--- config.mk ---
export PLATFORM = sky130hd
export DESIGN_NAME = fm_phase_inc
export DESIGN_NICKNAME = d
export VERILOG_FILES = /design/src/rtl/fm_phase_inc_pkg.sv /design/src/rtl/fm_phase_inc_detune_rom.sv /design/src/rtl/fm_phase_inc_ctrl.sv /design/src/rtl/fm_phase_inc_datapath.sv /design/src/rtl/fm_phase_inc.sv
export SDC_FILE = /design/constraint.sdc
export NUM_CORES = 1
export LEC_CHECK = 0
export BUFFER_PORTS_ARGS = -buffer_cell sky130_fd_sc_hd__buf_2
export CORE_ASPECT_RATIO = 0.6
export CORE_UTILIZATION = 61
export DETAILED_ROUTE_END_ITERATION = 8
export GPL_TIMING_DRIVEN = 1
export PLACE_DENSITY_LB_ADDON = 0.25
export SLEW_MARGIN = 30
export SYNTH_ARGS = -nofsm -noshare
export SYNTH_HDL_FRONTEND = slang
export SYNTH_SLANG_ARGS = --single-unit
--- constraint.sdc ---
create_clock -name clk -period 1.5 [get_ports clk]
set_input_delay 0.075 -clock clk [delete_from_list [all_inputs] [get_ports clk]]
set_output_delay 0.075 -clock clk [all_outputs]
set_load 0.03 [all_outputs]
--- src/rtl/fm_phase_inc_pkg.sv ---
package fm_phase_inc_pkg;
  typedef struct packed {
    logic capture;
    logic finish;
  } incStrobes_t;
endpackage

--- src/rtl/fm_phase_inc_detune_rom.sv ---
module fm_phase_inc_detune_rom #(
  parameter int KC_W = 5,
  parameter int DT_W = KC_W + 1
) (
  input  logic [KC_W-1:0] keyCode,
  input  logic [1:0]      sel,
  output logic [DT_W-1:0] amount
);
  localparam int ProdW = KC_W + 3;

  logic [ProdW-1:0] prod;

  always_comb begin
    prod = (ProdW'(keyCode) + ProdW'(1)) * ProdW'(sel);
    if (sel == 2'd0) amount = '0;
    else             amount = DT_W'(prod >> 2);
  end
endmodule

--- src/rtl/fm_phase_inc_ctrl.sv ---
module fm_phase_inc_ctrl
  import fm_phase_inc_pkg::*;
(
  input  logic        clk,
  input  logic        rstN,
  input  logic        start,
  output incStrobes_t strobes,
  output logic        done
);
  always_comb begin
    strobes.capture = start;
    strobes.finish  = start;
  end

  always_ff @(posedge clk or negedge rstN) begin
    if (!rstN) done <= 1'b0;
    else       done <= strobes.finish;
  end
endmodule

--- src/rtl/fm_phase_inc_datapath.sv ---
module fm_phase_inc_datapath
  import fm_phase_inc_pkg::*;
#(
  parameter int FNUM_W  = 11,
  parameter int BLOCK_W = 3,
  parameter int PMS_W   = 3,
  parameter int LFO_W   = 8,
  parameter int KC_W    = 5,
  parameter int INC_W   = 17,
  parameter int DT_W    = KC_W + 1
) (
  input  logic               clk,
  input  logic               rstN,
  input  incStrobes_t        strobes,
  input  logic [FNUM_W-1:0]  fnum,
  input  logic [BLOCK_W-1:0] block,
  input  logic [PMS_W-1:0]   pms,
  input  logic [LFO_W-1:0]   lfoOffset,
  input  logic [KC_W-1:0]    keyCode,
  input  logic [2:0]         detune,
  output logic [INC_W-1:0]   incr
);
  localparam int BaseW = FNUM_W + 1;

  logic [BaseW-1:0] offExt;
  logic [BaseW-1:0] baseInc;
  logic [INC_W-1:0] wideBase;
  logic [INC_W-1:0] octInc;
  logic [DT_W-1:0]  dtAmount;
  logic [INC_W-1:0] nextInc;
  logic [INC_W-1:0] incQ;

  // vibrato correction, wrapped to BaseW bits
  always_comb begin
    offExt = {{(BaseW - LFO_W){lfoOffset[LFO_W-1]}}, lfoOffset};
    if (pms != '0) baseInc = {fnum, 1'b0} + offExt;
    else           baseInc = BaseW'(fnum);
  end

  // octave placement
  always_comb begin
    wideBase = INC_W'(baseInc);
    if (block == '0) octInc = wideBase >> 1;
    else             octInc = wideBase << (block - BLOCK_W'(1));
  end

  fm_phase_inc_detune_rom #(
    .KC_W(KC_W),
    .DT_W(DT_W)
  ) dtRom_i (
    .keyCode(keyCode),
    .sel    (detune[1:0]),
    .amount (dtAmount)
  );

  always_comb begin
    if (detune[2]) nextInc = octInc - INC_W'(dtAmount);
    else           nextInc = octInc + INC_W'(dtAmount);
  end

  always_ff @(posedge clk or negedge rstN) begin
    if (!rstN)                incQ <= '0;
    else if (strobes.capture) incQ <= nextInc;
  end

  assign incr = incQ;
endmodule

--- src/rtl/fm_phase_inc.sv ---
module fm_phase_inc
  import fm_phase_inc_pkg::*;
#(
  parameter int FNUM_W  = 11,
  parameter int BLOCK_W = 3,
  parameter int PMS_W   = 3,
  parameter int STEP_W  = 5,
  parameter int LFO_W   = 8,
  parameter int KC_W    = 5,
  parameter int INC_W   = 17,
  localparam int IDX_W  = (FNUM_W - 4) + PMS_W + STEP_W
) (
  input  logic               clk,
  input  logic               rstN,
  input  logic               start,
  input  logic [FNUM_W-1:0]  fnum,
  input  logic [BLOCK_W-1:0] block,
  input  logic [PMS_W-1:0]   pms,
  input  logic [STEP_W-1:0]  lfoStep,
  input  logic [LFO_W-1:0]   lfoOffset,
  input  logic [KC_W-1:0]    keyCode,
  input  logic [2:0]         detune,
  output logic [IDX_W-1:0]   pmIndex,
  output logic [INC_W-1:0]   incr,
  output logic               done
);
  localparam int DtW = KC_W + 1;

  incStrobes_t strobes;

  // index for the external vibrato table
  assign pmIndex = {fnum[FNUM_W-1:4], pms, lfoStep};

  fm_phase_inc_ctrl ctrl_i (
    .clk    (clk),
    .rstN   (rstN),
    .start  (start),
    .strobes(strobes),
    .done   (done)
  );

  fm_phase_inc_datapath #(
    .FNUM_W (FNUM_W),
    .BLOCK_W(BLOCK_W),
    .PMS_W  (PMS_W),
    .LFO_W  (LFO_W),
    .KC_W   (KC_W),
    .INC_W  (INC_W),
    .DT_W   (DtW)
  ) dp_i (
    .clk      (clk),
    .rstN     (rstN),
    .strobes  (strobes),
    .fnum     (fnum),
    .block    (block),
    .pms      (pms),
    .lfoOffset(lfoOffset),
    .keyCode  (keyCode),
    .detune   (detune),
    .incr     (incr)
  );
endmodule

==> metrics, run 1 <==
I/O pin total=74; RePlAce Congestion=between 0.9 and 1; synthesized netlist net count=483; result of the run=stopped before the end; number of global-route vias before repair=5739; cell count after synthesis=404; total number of clock tree sinks=18; clock buffer depth=2; number of library cell types mapped by synthesis=68; average cell area after synthesis=8.13 sq um; Synth Flop Type=dfrtp_1; largest area contributor in the synthesized netlist=dfrtp_1; wire length of the first global-routing pass=31700 um; horizontal extent of the die=96.7 um; Synth warnings=0; main combinational cell family by area after synthesis=compound AO/OA/AOI/OAI gates; Async SR Flop Fraction=100%; maximum level of the CTS H-tree=1; number of flops mapped to enable cells by yosys=0; biggest area contributors in the synthesized netlist=dfrtp_1 (14%), ha_1 (13%), mux4_2 (4.1%); height of the die=58.8 um; maximum number of pins on one net before global-route repair=19; post-synthesis share of cell area spent on xor and xnor gates=under 10%; post-synthesis adder-cell area fraction=15.2%; clock root buffer=clkbuf_8; Cell Rows=20; remaining global-route overflow=52; portion of synthesized cell area occupied by the leading cell type=13.7%; number of buffer cells added on primary ports=63; post-synthesis sequential area ratio=13.7%; leading post-synthesis cells by instance count=ha_1 (35), nand2_1 (34), nor2_1 (33), o21ai_0 (21); share of synthesized cell area in and, or, nand and nor gates=21.7%; Final HPWL DP=9680 um; total clock buffers created by CTS=3; #FFs+latches synth=18; Synth Area in Compound Gates=24.5%; leading cell type by number of instances after synthesis=ha_1; initial cell density of the core=between 60 and 70%; Stopped at=5_1_grt; total standard cell area after synthesis=0.00328 sq mm; post-synthesis mux area share=10.3%; Total Routing Usage GR=approximately 73%; first error message=[ERROR GRT-0116] Global routing finished with congestion. Check the congestion regions in the DRC Viewer.
[routing by layer]
metal  GRT overflow  global-route usage (%)
met1              0                    72.7
met2             27                    99.9
met3              1                    49.2
met4             23                    79.5
met5              1                    9.40
[through the flow]
stage | hold slack [ns] | TNS [ns] | cell area [sq um] | instances | worst slack [ns]
3_3_place_gp | 0.00738 | -33.21 | 4650 | 637 | -2.59
2_1_floorplan | -0.221 | -26.96 | 3450 | 404 | -2.36
4_1_cts | 0.150 | -30.99 | 4990 | 649 | -2.49
3_5_place_dp | 0.0173 | -37.45 | 4650 | 637 | -2.89
[kinds of logic after synthesis]
group                      after synthesis
muxes                                   24
buffers and inverters                   49
DFF                                     18
adders and majority gates               38
AOI/OAI and AO/OA                      108
and+or+nand+nor                        142
xor gates and xnor gates                25
[repair_timing]
action / in CTS
pin swaps: 25
hold buffers: 1
gates resized for setup: 44
hold endpoints to repair: 18
buffers inserted: 7
endpoints found under the setup margin: 17
==> run 2: changes to the inputs <==
--- a/config.mk
+++ b/config.mk
@@ -6,11 +6,10 @@
 export NUM_CORES = 1
 export LEC_CHECK = 0
 export BUFFER_PORTS_ARGS = -buffer_cell sky130_fd_sc_hd__buf_2
-export CORE_ASPECT_RATIO = 0.6
-export CORE_UTILIZATION = 61
+export CORE_UTILIZATION = 40
 export DETAILED_ROUTE_END_ITERATION = 8
 export GPL_TIMING_DRIVEN = 1
-export PLACE_DENSITY_LB_ADDON = 0.25
+export PLACE_DENSITY_LB_ADDON = 0.15
 export SLEW_MARGIN = 30
 export SYNTH_ARGS = -nofsm -noshare
 export SYNTH_HDL_FRONTEND = slang
==> metrics, run 2 <==
worst-margin pin slew=between 0.5 and 0.6 ns; Die Area=0.00857 sq mm; I/O pin total=74 (unchanged); cell count after synthesis=404 (unchanged); detail-routed via count per cell=5.15; fraction of final layout cells sized beyond drive strength 1=53.1%; top cell family by delay on the critical path=compound AO/OA/AOI/OAI gates; final wirelength=9190 um; worst hold slack across all endpoints=0.150 ns; final-report hold violation count=0; horizontal extent of the die=92.6 um (-4.3%); antenna violations before repair=0; Crit. End Element=flop; average cell area after synthesis=8.13 sq um (unchanged); overall via count from detail_route=between 3k and 4k; number of flops mapped to enable cells by yosys=0 (unchanged); Async SR Flop Fraction=100% (unchanged); setup repair after global routing missed its margin=yes; worst slew margin relative to its limit=roughly 63%; core box area=0.00785 sq mm; Final setup violation count=17; count of placed standard cells in the final layout, fillers left out=around 700; critical path, cell by cell=buf_8, ha_4, xor2_2, and2_4, ha_4, a21oi_2, o21ai_2, a21o_1, a21oi_2, mux2i_4, nor3_2, ha_1, a21oi_2, ha_4, or3_1, o211a_1, o21a_2, o21bai_4, a311o_1, xnor3_1, mux2_4; peak ir drop on the vdd network=798 uV; total standard cell area after synthesis=0.00328 sq mm (unchanged); number of buffer cells added on primary ports=63 (unchanged); most common library cell in the layout ignoring fill and taps=buf_4; initial cell density of the core=41.8% (-22 points); critical-path cell with the highest stage delay=or3_1; number of pins exceeding their max-slew limit in the final report=0; leading post-synthesis cells by instance count=ha_1 (35), nand2_1 (34), nor2_1 (33), o21ai_0 (21); maximum fanout encountered on the critical timing path=4; largest area contributor in the synthesized netlist=dfrtp_1; number of library cell types mapped by synthesis=68 (unchanged); maximum level of the CTS H-tree=1 (unchanged); diode count=0; peak clock frequency supported by timing=0.266 GHz; number of nets in the layout=about 690; max-capacitance violation count=0; post-synthesis sequential area ratio=13.7% (unchanged); leading cell type by number of instances after synthesis=ha_1; remaining global-route overflow=0; Cell Rows=32 (+60%); clock transition at the register clock pins on the worst setup and hold paths after CTS=0.06 ns; top library cells by usage in the layout, fill and taps aside=buf_4 (150), buf_2 (57), nand2_1 (31), nor2_1 (29), ha_1 (28); max FFs per register=17; total number of clock tree sinks=18 (unchanged); Layout fillers=673; final routed wire length divided by cell count=13.0 um; required time at the endpoint of the critical path=between 1.5 and 2 ns; height of the die=92.6 um (+57%); Worst Slack Setup Final=-2.26 ns; #FFs+latches synth=18 (unchanged); Total Routing Usage GR=21.7%; area growth from synthesis to layout=60.8%; delay contributed by the slowest stage of the critical path=0.31 ns; post-route fraction of the period consumed by the critical path=251%; Final HPWL DP=7210 um (-26%); synthesized netlist net count=483 (unchanged); pwr/cell area=1090 mW/mm^2; count of cells along the worst register-to-register path=1; clock root buffer=clkbuf_8; RePlAce Congestion=0.810 (-14%); minimum clock period after layout=3.76 ns; critical path class=in2reg; number of iterations in the first detailed-routing pass=4; result of the run=complete, but fails checks; violated checks=negative setup slack; number of nets with antenna violations after detailed routing=0; Synth Flop Type=dfrtp_1; portion of synthesized cell area occupied by the leading cell type=13.7% (unchanged); Synth warnings=0 (unchanged); wire length of the first global-routing pass=15400 um; Post-Place Cells=673 (+5.7%); clock buffer depth=2 (unchanged); critical path depth in cells=21; leakage power figure=2.54 nW; maximum number of pins on one net before global-route repair=20; biggest area contributors in the synthesized netlist=dfrtp_1 (14%), ha_1 (13%), mux4_2 (4.1%); Critical Path Start Type=input port; number of global-route vias before repair=3587; CTS tree=yes; Worst EP arrival=3.89 ns; total clock buffers created by CTS=3 (unchanged); detailed-route DRC error count=0; initial drt markers=117; classification of the worst-slack hold path=in2out; final worst clock skew=0 ns; worst hold path stage count=0; clock network latency to the later pin of the worst-skew pair=0.25 ns; number of buffer and inverter instances along the worst setup path=1
==> run 2: cell counts after synthesis <==
No cell type changed its count.
==> run 2: metrics by stage <==
| stage | TNS [ns] | util, % | cell area, sq um | power, mW | setup WS [ns] |
|---|---|---|---|---|---|
| finish | -29.56 | 67.3 | 5280 | 5.75 | -2.26 |
| global route | -32.52 | 67.3 | 5280 | 6.22 | -2.45 |
| detailed placement | -34.48 | 59.6 | 4680 | 4.77 | -2.67 |
| CTS | -29.28 | 64.6 | 5070 | 5.53 | -2.27 |
| floorplan | -26.96 | - | 3450 | 3.38 | -2.36 |
| global placement | -33.42 | 59.6 | 4680 | 4.70 | -2.57 |
==> run 2: cell families (layout without fill, tap and decap cells) <==
| kind of cell | Yosys count | after routing | share of synthesized area (%) |
|---|---|---|---|
| compound gates | 108 | 108 | 24.5 |
| xor+xnor | 25 | 25 | 7.09 |
| fa+ha+maj | 38 | 38 | 15.2 |
| buf+inv | 49 | 250 | 7.55 |
| flops | 18 | 18 | 13.7 |
| mux | 24 | 24 | 10.3 |
| simple gates | 142 | 142 | 21.7 |
==> run 2: report_power, final <==
part / switching [mW] / leakage, nW / internal [mW] / total (mW)
logic: 2.23 / 2.30 / 2.38 / 4.61
registers: 0.100 / 0.212 / 0.712 / 0.812
clock network: 0.147 / 0.0216 / 0.178 / 0.325
==> run 2: cell type report <==
type	instances	area [sq um]	area share (%)
multi-input cells	337	2950	55.9
repair buffers	226	1620	30.8
flip-flops and latches	18	450	8.53
well taps	102	128	2.42
inverters	21	83.8	1.59
clock buffers	3	41.3	0.782
==> run 2: worst paths after layout <==
check / from / end / slack [ns]
setup reg to reg: dp_i.incr[2]$_DFFE_PN0P_ / dp_i.incr[2]$_DFFE_PN0P_ / 0.73
hold / removal: lfoStep[1] / pmIndex[1] / 0.15
min in group asynchronous: rstN / dp_i.incr[11]$_DFFE_PN0P_ / 0.28
max in group asynchronous: rstN / dp_i.incr[1]$_DFFE_PN0P_ / 0.94
hold reg to reg: dp_i.incr[8]$_DFFE_PN0P_ / dp_i.incr[8]$_DFFE_PN0P_ / 0.48
setup / recovery: keyCode[0] / dp_i.incr[16]$_DFFE_PN0P_ / -2.26
==> run 2: metal layers <==
| metal | vias to the layer above | global-route usage (%) | part of all wire (%) |
|---|---|---|---|
| met1 | 1696 | 27.1 | 45 |
| met5 | - | 0 | 0 |
| met4 | 0 | 2.21 | 0.38 |
| met3 | 6 | 2.13 | 2.8 |
| met2 | 63 | 41.0 | 52 |
| li1 | 1876 | - | - |
==> run 2: repair_timing <==
action | in CTS | in global routing
endpoints found under the setup margin | 17 | 17
resized for setup | 46 | 33
pin swaps | 23 | 35
buffers inserted | 22 | 9
endpoints found under the hold margin | 18 | 0
hold buffers | 1 | 0
Power figures use the tool's default switching activity.
==> run 3: changes to the inputs <==
==> constraint.sdc (replaced) <==
create_clock -name clk -period 3.7 [get_ports clk]
set_input_delay 0.185 -clock clk [delete_from_list [all_inputs] [get_ports clk]]
set_output_delay 0.185 -clock clk [all_outputs]
set_load 0.03 [all_outputs]
==> metrics, run 3 (synthesis gave the netlist of run 2 again) <==
horizontal extent of the die=92.6 um (unchanged); final routed wire length divided by cell count=13.4 um (+3.3%); wire length of the first global-routing pass=14900 um (-3.2%); number of global-route vias before repair=3340 (-6.9%); clock transition at the register clock pins on the worst setup and hold paths after CTS=0.06 ns (about the same); Final HPWL DP=7250 um (+0.58%); peak clock frequency supported by timing=0.254 GHz; Util after Layout=61.6% (-5.6 points); worst-margin pin slew=0.571 ns (+0.0260 ns); Die Area=0.00857 sq mm (unchanged); violated checks=negative setup slack; Crit. End Element=flop; minimum clock period after layout=slightly below 4 ns; critical path class=in2reg; Worst R2R Start=dp_i.incr[10]$_DFFE_PN0P_; Worst EP arrival=4.07 ns (+0.18 ns); Layout fillers=734 (+9.1%); I/O pin total=74 (unchanged); total clock buffers created by CTS=3 (unchanged); Post-Place Cells=652 (-3.1%); worst slew margin relative to its limit=61.8% (-1.5 points); Total Routing Usage GR=20.9% (-0.73 points); top library cells by usage in the layout, fill and taps aside=buf_4 (121), buf_2 (60), nand2_1 (32), nor2_1 (32), ha_1 (30); final worst clock skew=0 ns (unchanged); pwr/cell area=446 mW/mm^2 (-59%); most common library cell in the layout ignoring fill and taps=buf_4; maximum fanout encountered on the critical timing path=4 (unchanged); final-report hold violation count=0 (unchanged); clock network latency to the later pin of the worst-skew pair=0.25 ns (about the same); total number of clock tree sinks=18 (unchanged); Final setup violation count=7 (-10); number of nets in the layout=647 (-5.7%); count of placed standard cells in the final layout, fillers left out=668 (-5.5%); leakage power figure=2.32 nW (-8.7%); initial cell density of the core=41.8% (unchanged); detail-routed via count per cell=5.30 (+3.0%); remaining global-route overflow=0 (unchanged); number of nets with antenna violations after detailed routing=0 (unchanged); GRT met3 Usage=1.97% (-0.16 points); fraction of final layout cells sized beyond drive strength 1=46.1% (-6.9 points); met1 demand-to-capacity share in global routing=27.6% (+0.46 points); result of the run=complete, but fails checks; Hold Path Origin=start; diode count=0 (unchanged); routing usage on met2=38.2% (-2.8 points); post-layout power=2.16 mW (-62%); max-capacitance violation count=0 (unchanged); worst-case setup slack after placement=-0.674 ns (+2.00 ns); area growth from synthesis to layout=47.3%; total negative setup slack=-1.06 ns (+28.50 ns); Cell Rows=32 (unchanged); crit path launch=keyCode[0]; antenna violations before repair=0 (unchanged); core box area=0.00785 sq mm (unchanged); RePlAce Congestion=0.832 (+2.6%); peak ir drop on the vdd network=217 uV (-73%); number of pins exceeding their max-slew limit in the final report=0 (unchanged); area of all placed cells without fillers=0.00484 sq mm (-8.4%); required time at the endpoint of the critical path=3.83 ns (+2.19 ns); CTS tree=yes; Worst Slack Setup Final=-0.235 ns (+2.02 ns); classification of the worst-slack hold path=in2reg; overall via count from detail_route=3542 (-2.7%); maximum level of the CTS H-tree=1 (unchanged); worst hold slack across all endpoints=0.243 ns (+0.0932 ns); clock buffer depth=2 (unchanged); final wirelength=8970 um (-2.4%); initial drt markers=100 (-15%); number of buffer cells added on primary ports=63 (unchanged); clock root buffer=clkbuf_8; Critical Path Start Type=input port; number of iterations in the first detailed-routing pass=4 (unchanged); most congested layer reported by global routing=met2; setup repair after global routing missed its margin=yes; post-route fraction of the period consumed by the critical path=106%; detailed-route DRC error count=0 (unchanged); height of the die=92.6 um (unchanged); area after detailed placement=0.00447 sq mm (-4.6%); maximum number of pins on one net before global-route repair=22 (+10%); max FFs per register=17 (unchanged)
## run 3: cell types whose count changed in the layout (fill, tap and decap cells not counted), sizes merged
cell    previous run  this run
buf              224       186
clkbuf             4         3
## run 3: final timing paths
kind / end / slack, ns / cells past startpoint
setup reg to reg: dp_i.incr[10]$_DFFE_PN0P_ / 2.94 / 1
hold reg to reg: dp_i.incr[8]$_DFFE_PN0P_ / 0.48 / 1
min in group asynchronous: dp_i.incr[2]$_DFFE_PN0P_ / 0.41 / 2
hold / removal: ctrl_i.done$_DFF_PN0_ / 0.24 / 1
max in group asynchronous: dp_i.incr[9]$_DFFE_PN0P_ / 2.99 / 2
setup / recovery: dp_i.incr[16]$_DFFE_PN0P_ / -0.23 / 22
## run 3: layout make-up
| class | instances | area [sq um] | share of cell area [%] |
|---|---|---|---|
| Clock buffer | 3 | 41.3 | 0.854 |
| Inverter | 21 | 78.8 | 1.63 |
| Multi-Input combinational cell | 337 | 2860 | 59.0 |
| Sequential cell | 18 | 450 | 9.31 |
| Tap cell | 102 | 128 | 2.64 |
| Timing Repair Buffer | 187 | 1280 | 26.5 |
## run 3: metal layers
layer  up-vias  share of wire [%]
met5         -                  0
met4         0               0.64
li1       1797                  -
met3         6                2.2
met1      1693                 46
met2        46                 52
## run 3: power by group
part           total, mW  switching, mW  internal, mW
Sequential         0.331         0.0421         0.289
Combinational       1.69          0.847         0.845
Clock              0.133         0.0612        0.0722
Total               2.16          0.951          1.21
## run 3: timing repair
action | in CTS | in global routing
gates resized for setup | 24 | 31
endpoints found under the hold margin | 18 | 0
pin swaps | 24 | 24
buffers inserted | 5 | 8
hold buffers | 1 | 0
setup endpoints to repair | 8 | 9
## run 3: critical path, stage by stage
cell	delay, ns
buf_8	0.11
ha_4	0.17
xor2_4	0.16
and2_4	0.15
ha_4	0.24
a21oi_2	0.12
o21ai_2	0.07
buf_4	0.13
buf_4	0.14
xnor2_4	0.13
a31oi_1	0.26
nor3_2	0.08
ha_1	0.31
a21oi_2	0.07
ha_4	0.17
or3_1	0.30
o211a_1	0.25
o21a_1	0.21
o21bai_2	0.17
a311o_1	0.19
xnor3_1	0.21
mux2_4	0.26
